<file path="config.mk">
export PLATFORM = sky130hd
export DESIGN_NAME = nest_irq_ctrl
export DESIGN_NICKNAME = d
export VERILOG_FILES = /design/src/rtl/nic_pkg.sv /design/src/rtl/nic_regs.sv /design/src/rtl/nic_pick.sv /design/src/rtl/nic_stack.sv /design/src/rtl/nest_irq_ctrl.sv
export SDC_FILE = /design/constraint.sdc
export NUM_CORES = 1
export LEC_CHECK = 0
export CORE_MARGIN = 2
export CORE_UTILIZATION = 65
export DETAILED_ROUTE_END_ITERATION = 16
export DONT_BUFFER_PORTS = 1
export PLACE_DENSITY = 0.84
export SLEW_MARGIN = 20
export SYNTH_ARGS = -nofsm -noshare
export SYNTH_HDL_FRONTEND = slang
export SYNTH_SLANG_ARGS = --single-unit
</file>
<file path="constraint.sdc">
create_clock -name clk -period 12.1 [get_ports clk]
set_input_delay 0 -clock clk [delete_from_list [all_inputs] [get_ports clk]]
set_output_delay 0 -clock clk [all_outputs]
set_load 0.01 [all_outputs]
</file>
<file path="src/rtl/nic_pkg.sv">
package nic_pkg;
  localparam int unsigned EXC_OFFSET = 16;

  // Base is aligned down to 128 bytes; one 4-byte slot per exception number.
  function automatic logic [31:0] handler_addr(input logic [31:0] base, input logic [7:0] line);
    logic [31:0] slot;
    slot = ({24'd0, line} + EXC_OFFSET) << 2;
    return {base[31:7], 7'd0} + slot;
  endfunction

  // Preemption group: the low `sub` bits of the priority are dropped.
  function automatic logic [7:0] group_of(input logic [7:0] prio, input logic [3:0] sub);
    logic [7:0] keep;
    keep = 8'hFF << sub;
    return prio & keep;
  endfunction
endpackage

</file>
<file path="src/rtl/nic_regs.sv">
module nic_regs #(
  parameter int N    = 8,
  parameter int PW   = 3,
  parameter int SUBW = 2,
  parameter int RA_W = 5
) (
  input  logic                 clk,
  input  logic                 rst_n,
  input  logic                 we,
  input  logic [RA_W-1:0]      addr,
  input  logic [31:0]          wdata,
  output logic [31:0]          rdata,
  input  logic [N-1:0]         irq,
  input  logic [N-1:0]         active,
  input  logic                 commit,
  input  logic [$clog2(N)-1:0] commit_id,
  output logic [N-1:0]         en,
  output logic [N-1:0]         pend,
  output logic [N-1:0][PW-1:0] prio,
  output logic [SUBW-1:0]      sub,
  output logic [31:0]          vbase
);
  localparam logic [RA_W-1:0] A_EN_SET = RA_W'(0);
  localparam logic [RA_W-1:0] A_EN_CLR = RA_W'(1);
  localparam logic [RA_W-1:0] A_PD_SET = RA_W'(2);
  localparam logic [RA_W-1:0] A_PD_CLR = RA_W'(3);
  localparam logic [RA_W-1:0] A_GROUP  = RA_W'(4);
  localparam logic [RA_W-1:0] A_VBASE  = RA_W'(5);
  localparam int              A_PRIO0  = 8;

  logic [N-1:0] pd_set_m, pd_clr_m, pend_nxt, commit_m;

  assign commit_m = commit ? ({{(N-1){1'b0}}, 1'b1} << commit_id) : '0;
  assign pd_set_m = ((we && addr == A_PD_SET) ? wdata[N-1:0] : '0) | (irq & ~active);
  assign pd_clr_m = ((we && addr == A_PD_CLR) ? wdata[N-1:0] : '0) | commit_m;
  assign pend_nxt = (pend | pd_set_m) & ~pd_clr_m;

  always_ff @(posedge clk or negedge rst_n) begin
    if (!rst_n) begin
      en    <= '0;
      pend  <= '0;
      prio  <= '0;
      sub   <= '0;
      vbase <= '0;
    end else begin
      pend <= pend_nxt;
      if (we && addr == A_EN_SET) en <= en | wdata[N-1:0];
      if (we && addr == A_EN_CLR) en <= en & ~wdata[N-1:0];
      if (we && addr == A_GROUP)  sub <= wdata[SUBW-1:0];
      if (we && addr == A_VBASE)  vbase <= {wdata[31:7], 7'd0};
      for (int i = 0; i < N; i++)
        if (we && addr == RA_W'(A_PRIO0 + i)) prio[i] <= wdata[PW-1:0];
    end
  end

  always_comb begin
    rdata = '0;
    case (addr)
      A_EN_SET, A_EN_CLR: rdata[N-1:0] = en;
      A_PD_SET, A_PD_CLR: rdata[N-1:0] = pend;
      A_GROUP:            rdata[SUBW-1:0] = sub;
      A_VBASE:            rdata = vbase;
      default:
        for (int i = 0; i < N; i++)
          if (addr == RA_W'(A_PRIO0 + i)) rdata[PW-1:0] = prio[i];
    endcase
  end


  commit_clears_chk: assert property (@(posedge clk) disable iff (!rst_n)
    commit && !(we && addr == A_PD_SET) |=> !pend[$past(commit_id)]);
endmodule

</file>
<file path="src/rtl/nic_pick.sv">
module nic_pick #(
  parameter int N    = 8,
  parameter int PW   = 3,
  parameter int SUBW = 2
) (
  input  logic [N-1:0]         en,
  input  logic [N-1:0]         pend,
  input  logic [N-1:0][PW-1:0] prio,
  input  logic [SUBW-1:0]      sub,
  output logic                 win_valid,
  output logic [$clog2(N)-1:0] win_id,
  output logic [PW:0]          win_grp
);
  localparam int IDW = $clog2(N);
  logic [PW-1:0] best;

  // Ascending scan with strict compare: equal values keep the lower index.
  always_comb begin
    win_valid = 1'b0;
    win_id    = '0;
    best      = '1;
    for (int i = 0; i < N; i++) begin
      if (en[i] && pend[i] && (!win_valid || prio[i] < best)) begin
        win_valid = 1'b1;
        win_id    = IDW'(i);
        best      = prio[i];
      end
    end
    win_grp = {1'b0, PW'(nic_pkg::group_of(8'(best), 4'(sub)))};
  end
endmodule

</file>
<file path="src/rtl/nic_stack.sv">
module nic_stack #(
  parameter int N     = 8,
  parameter int DEPTH = 4,
  parameter int PW    = 3
) (
  input  logic                 clk,
  input  logic                 rst_n,
  input  logic                 push,
  input  logic [$clog2(N)-1:0] push_id,
  input  logic [PW-1:0]        push_grp,
  input  logic                 pop,
  output logic [PW:0]          top_lvl,
  output logic [PW:0]          below_lvl,
  output logic                 full,
  output logic                 empty,
  output logic [N-1:0]         active
);
  localparam int          IDW  = $clog2(N);
  localparam int          IW   = $clog2(DEPTH);
  localparam int          SPW  = $clog2(DEPTH + 1);
  localparam logic [PW:0] IDLE = {1'b1, {PW{1'b0}}};

  logic [IDW-1:0] sid  [DEPTH];
  logic [PW-1:0]  sgrp [DEPTH];
  logic [SPW-1:0] sp;

  always_ff @(posedge clk or negedge rst_n) begin
    if (!rst_n) begin
      sp <= '0;
      for (int j = 0; j < DEPTH; j++) begin
        sid[j]  <= '0;
        sgrp[j] <= '0;
      end
    end else if (push) begin
      sid[IW'(sp)]  <= push_id;
      sgrp[IW'(sp)] <= push_grp;
      sp <= sp + 1'b1;
    end else if (pop) begin
      sp <= sp - 1'b1;
    end
  end

  assign full      = (sp == SPW'(DEPTH));
  assign empty     = (sp == '0);
  assign top_lvl   = empty ? IDLE : {1'b0, sgrp[IW'(sp - 1'b1)]};
  assign below_lvl = (sp >= SPW'(2)) ? {1'b0, sgrp[IW'(sp - SPW'(2))]} : IDLE;

  for (genvar i = 0; i < N; i++) begin : g_act
    always_comb begin
      active[i] = 1'b0;
      for (int j = 0; j < DEPTH; j++)
        if (SPW'(j) < sp && sid[j] == IDW'(i)) active[i] = 1'b1;
    end
  end


  no_overflow_chk: assert property (@(posedge clk) disable iff (!rst_n) push |-> !full);

  no_underflow_chk: assert property (@(posedge clk) disable iff (!rst_n) pop |-> !empty);

  pop_depth_chk: assert property (@(posedge clk) disable iff (!rst_n)
    pop && !push |=> sp == $past(sp) - 1'b1);
endmodule

</file>
<file path="src/rtl/nest_irq_ctrl.sv">
module nest_irq_ctrl #(
  parameter int N_IRQ     = 8,
  parameter int PRIO_W    = 3,
  parameter int DEPTH     = 4,
  parameter int ENTRY_CYC = 3,
  parameter int RA_W      = 5
) (
  input  logic                     clk,
  input  logic                     rst_n,
  input  logic [N_IRQ-1:0]         irq_i,
  input  logic                     reg_we_i,
  input  logic [RA_W-1:0]          reg_addr_i,
  input  logic [31:0]              reg_wdata_i,
  output logic [31:0]              reg_rdata_o,
  input  logic                     take_i,
  input  logic                     eoi_i,
  output logic                     preempt_o,
  output logic                     entering_o,
  output logic [$clog2(N_IRQ)-1:0] handler_id_o,
  output logic [31:0]              vec_addr_o,
  output logic                     commit_o,
  output logic                     late_arrival_o,
  output logic                     tail_chain_o,
  output logic [PRIO_W:0]          active_lvl_o
);
  localparam int IDW  = $clog2(N_IRQ);
  localparam int SUBW = $clog2(PRIO_W + 1);
  localparam int CW   = $clog2(ENTRY_CYC);

  logic [N_IRQ-1:0]             en, pend, line_active;
  logic [N_IRQ-1:0][PRIO_W-1:0] prio;
  logic [SUBW-1:0]              sub;
  logic [31:0]                  vbase;
  logic                         win_valid, stk_full, stk_empty;
  logic [IDW-1:0]               win_id, cand_id;
  logic [PRIO_W:0]              win_grp, top_lvl, below_lvl, cand_grp;
  logic [CW-1:0]                cnt;
  logic                         entering;
  logic                         do_take, do_pop, do_tail, do_late, do_commit;

  nic_regs #(.N(N_IRQ), .PW(PRIO_W), .SUBW(SUBW), .RA_W(RA_W)) u_regs (
    .clk(clk), .rst_n(rst_n), .we(reg_we_i), .addr(reg_addr_i), .wdata(reg_wdata_i),
    .rdata(reg_rdata_o), .irq(irq_i), .active(line_active), .commit(do_commit),
    .commit_id(cand_id), .en(en), .pend(pend), .prio(prio), .sub(sub), .vbase(vbase));

  nic_pick #(.N(N_IRQ), .PW(PRIO_W), .SUBW(SUBW)) u_pick (
    .en(en), .pend(pend), .prio(prio), .sub(sub),
    .win_valid(win_valid), .win_id(win_id), .win_grp(win_grp));

  nic_stack #(.N(N_IRQ), .DEPTH(DEPTH), .PW(PRIO_W)) u_stack (
    .clk(clk), .rst_n(rst_n), .push(do_commit), .push_id(cand_id),
    .push_grp(cand_grp[PRIO_W-1:0]), .pop(do_pop), .top_lvl(top_lvl),
    .below_lvl(below_lvl), .full(stk_full), .empty(stk_empty), .active(line_active));

  // Named decision events.
  assign preempt_o = !entering && win_valid && (win_grp < top_lvl) && !stk_full;
  assign do_take   = !entering && !eoi_i && take_i && preempt_o;
  assign do_pop    = !entering && eoi_i && !stk_empty;
  assign do_tail   = do_pop && win_valid && (win_grp < below_lvl);
  assign do_late   = entering && (cnt != '0) && win_valid && (win_grp < cand_grp);
  assign do_commit = entering && (cnt == '0);

  always_ff @(posedge clk or negedge rst_n) begin
    if (!rst_n) begin
      entering <= 1'b0;
      cand_id  <= '0;
      cand_grp <= '0;
      cnt      <= '0;
    end else if (do_take || do_tail) begin
      entering <= 1'b1;
      cand_id  <= win_id;
      cand_grp <= win_grp;
      cnt      <= CW'(ENTRY_CYC - 1);
    end else if (entering) begin
      if (do_late) begin
        cand_id  <= win_id;
        cand_grp <= win_grp;
      end
      if (do_commit) entering <= 1'b0;
      else cnt <= cnt - 1'b1;
    end
  end

  assign entering_o     = entering;
  assign handler_id_o   = cand_id;
  assign vec_addr_o     = nic_pkg::handler_addr(vbase, 8'(cand_id));
  assign commit_o       = do_commit;
  assign late_arrival_o = do_late;
  assign tail_chain_o   = do_tail;
  assign active_lvl_o   = top_lvl;


  late_urgency_chk: assert property (@(posedge clk) disable iff (!rst_n)
    do_late |=> cand_grp < $past(cand_grp));

  commit_level_chk: assert property (@(posedge clk) disable iff (!rst_n)
    do_commit |=> active_lvl_o == $past(cand_grp));

  commit_exit_chk: assert property (@(posedge clk) disable iff (!rst_n)
    do_commit |=> !entering_o);

  tail_entry_chk: assert property (@(posedge clk) disable iff (!rst_n)
    do_tail |=> entering_o && handler_id_o == $past(win_id));
endmodule

</file>
==> flow_summary.toml <==
[finish]
nFillCells = 655
fin_nets = 780
fin_cells = 847
drive_gt1_frac = 0.174
seq_area_sq_um = 2580
antenna_cells = 0
synthToLayoutAreaGrowth_pct = 11.0
multi_input_area_sq_um = 3710

[sta]
rsz0062_at_grt = "false"
hold_viol = 0
tns_ns = 0
finClkSkew_ns = 0.0119
drv_slew = 0
worst_slack_ns = 0.718
setup_viol = 0
worst_pin_slew_ns = 1.05
period_needed_ns = 11.38
slew_headroom = 0.300
fmax_ghz = 0.0879
period_share = 0.941

[floorplan]
die-area_sq_um = 10800
die_h_um = 104
rows = 36
core_sq_um = 9730
die_w_um = 104
ios = 126
start_util = 0.669

[worst_setup_path]
start_kind = "flip-flop"
path_depth = 51
slowest_delay_ns = 0.47
arrival_ns = 11.66
cp_max_fo = 8
crit_top_cell = "ha_1"
slowest_stage = "dfrtp_1"
critical_path.top_delay_family = "compound AO/OA/AOI/OAI gates"
rr_worst_depth = 51
crit_path_end_kind = "flip-flop"
crit_buf_inv = 3
setup.worst_path.class = "flip-flop to flip-flop"
worstPathRequired_ns = 12.38

[run_status]
status = "finished, final reports clean"

[drt]
firstDrtPassIters = 7
drc_errors = 0
drtIter0Drc = 665
wl_per_cell_um = 21.2
vias_per_cell = 6.78
drtAntennaViolNets = 0
vias = 5740
wl_um = 17900

[clock_tree]
root_buffer = "clkbuf_8"
cts_tree = "yes"
cts_setup_buffers = 0
htreeDepth = 3
cts_buffers = 9
cts_sinks = 103
path_clk_slew_ns = 0.12
cts_buffer_depth = 2
clk_latency_ns = 0.38

[pwr]
pwr-share-seq = 0.357
p_comb_frac = 0.513
swShare = 0.466
power_switching_uw = 793
leakagePower_nw = 3.21
max-vdd-ir-drop_uv = 141
p_int_uw = 910
clkPwrFrac = 0.130
power_density_nw_per_um2 = 236

[logic_synthesis]
syn_area_sq_um = 6510
synth_cell_types = 73
ys_warn_count = 0
synth_ff_type = "dfrtp_1"
asyncSetResetFlopFracSynth = 1.00
synth_mux_area_frac = 0.156
synth_top_area_share = 0.396
synth_area_leaders = "dfrtp_1 40%, mux2_2 14%, nand2_1 5.0%, ha_1 4.0%, o21ai_0 3.2%"
yosys.area_share.adder = 0.0437
synthCells = 680
synth_edf_count = 0
yosys.area.top_type = "dfrtp_1"
synth_area_per_cell_sq_um = 9.57
synth_compound_area_frac = 0.187
synth_top_family_by_area = "compound AO/OA/AOI/OAI gates"
synth-seq-cells = 103
synth-xor-area-share = 0.00404
yosysSeqAreaShare = 0.396
synthSimpleGateAreaFrac = 0.173

[place]
placed_cells = 789
post-place-ws_ns = 0.619
place.gp.congestion = 0.910
dp_hpwl_um = 12100
io_buffers = 0

[global_routing]
first_global_vias = 5784
grt-ovfl-total = 0
grt_max_degree = 104
antenna_found_initial = 0
track_usage = 0.336
grt_pass1_wl_um = 29200

[worst_hold_path]
min_path_type = "input pin to flip-flop"
holdPathStages = 3

[job]
cap_violations = 0
power groups by stage:
stage	sequential (mW)	clock (mW)	combinational [mW]
after floorplan	0.531	0	0.699
after global placement	0.595	0	0.767
after detailed placement	0.603	0	0.809
after CTS	0.597	0.224	0.840
after global routing	0.621	0.238	0.965
final	0.608	0.222	0.873
cells in the final DEF (no fill, tap or decap), types with 4 or more instances in the layout:
| master | count |
|---|---|
| ha_1 | 21 |
| a21o_1 | 7 |
| mux2i_1 | 10 |
| a21oi_1 | 31 |
| nand2b_1 | 20 |
| nand2_1 | 86 |
| dlygate4sd3_1 | 41 |
| dfrtp_1 | 103 |
| nor3_1 | 10 |
| nor2b_1 | 11 |
| a222oi_1 | 5 |
| o21ai_0 | 41 |
| clkbuf_8 | 9 |
| conb_1 | 4 |
| a221oi_1 | 5 |
| mux2_2 | 78 |
| and2_1 | 32 |
| or2_2 | 6 |
| a22o_1 | 7 |
| inv_1 | 27 |
| o221ai_1 | 9 |
| nor2_1 | 43 |
| a211oi_1 | 14 |
| a22oi_1 | 6 |
| a31oi_1 | 4 |
per-layer routing:
layer	wire, um	GRT usage
met1	6860	0.423
met2	8730	0.549
met3	1610	0.0777
met4	722	0.166
met5	0	0
registers in the layout, indices dropped and copies added (netlist names), 3 cells and up, named ones only:
name,cells
handler_id_o,3
u_stack.sid,12
u_stack.sgrp,12
u_stack.sp,3
u_regs.pend,8
cand_grp,3
u_regs.prio,24
u_regs.vbase,25
through the flow:
| stage | power [mW] | instance area, sq um | hold WS, ns | util |
|---|---|---|---|---|
| 2_1_floorplan | 1.23 | 6510 | -0.296 | - |
| 3_3_place_gp | 1.36 | 6550 | -0.292 | 0.673 |
| 3_5_place_dp | 1.41 | 6550 | -0.293 | 0.673 |
| 4_1_cts | 1.66 | 7200 | 0.00403 | 0.740 |
| 5_1_grt | 1.82 | 7220 | 0.0305 | 0.742 |
| 6_report | 1.70 | 7220 | 0.0304 | 0.742 |
worst paths after layout:
kind / endpoint / startpoint / slack, ns
min: u_regs.prio[8] / reg_addr_i[0] / 0.03
max: cand_grp[2] / flip-flop / 0.72
max in group asynchronous: u_regs.prio[6] / rst_n / 11.46
min reg2reg: u_stack.sgrp[2] / u_stack.sgrp[2] / 0.52
min in group asynchronous: u_stack.sid[8] / rst_n / 0.21
max reg2reg: cand_grp[2] / flip-flop / 0.72
Yosys cell counts (14+ instances only):
library cell / number
a211oi_1: 14
a21oi_1: 33
and2_1: 32
clkbuf_1: 17
dfrtp_1: 103
ha_1: 21
inv_1: 27
mux2_2: 78
nand2_1: 86
nand2b_1: 20
nor2_1: 45
o21ai_0: 42
cell families after synthesis:
family / Yosys count
other: 2
adder cells (fa/ha/maj): 23
multiplexers: 90
buffers and inverters: 56
flip-flops: 103
AND/OR/NAND/NOR: 233
XOR/XNOR: 3
AO/OA/AOI/OAI: 170
worst register-to-register path, delay by kind of cell, from the launching register on:
| family | cells | cell delay (ns) |
|---|---|---|
| AOI/OAI and AO/OA | 24 | 5.32 |
| and+or+nand+nor | 13 | 2.31 |
| adders and majority gates | 7 | 1.80 |
| muxes | 4 | 1.12 |
| DFF | 1 | 0.47 |
| buffers and inverters | 3 | 0.23 |
final cells by class:
type                    instances  area share
multi-input cells             523       0.514
flip-flops and latches        103       0.357
repair buffers                 44      0.0627
well taps                     133      0.0230
clock buffers                   9      0.0172
inverters                      28      0.0146
clock inverters                 7      0.0116
repair_timing:
action | CTS | global route
hold buffers | 42 | 0
setup endpoints to repair | 0 | 7
hold endpoints to repair | 171 | 0
resized for setup | 0 | 7
Note: power is estimated with default switching activity, not from simulation.
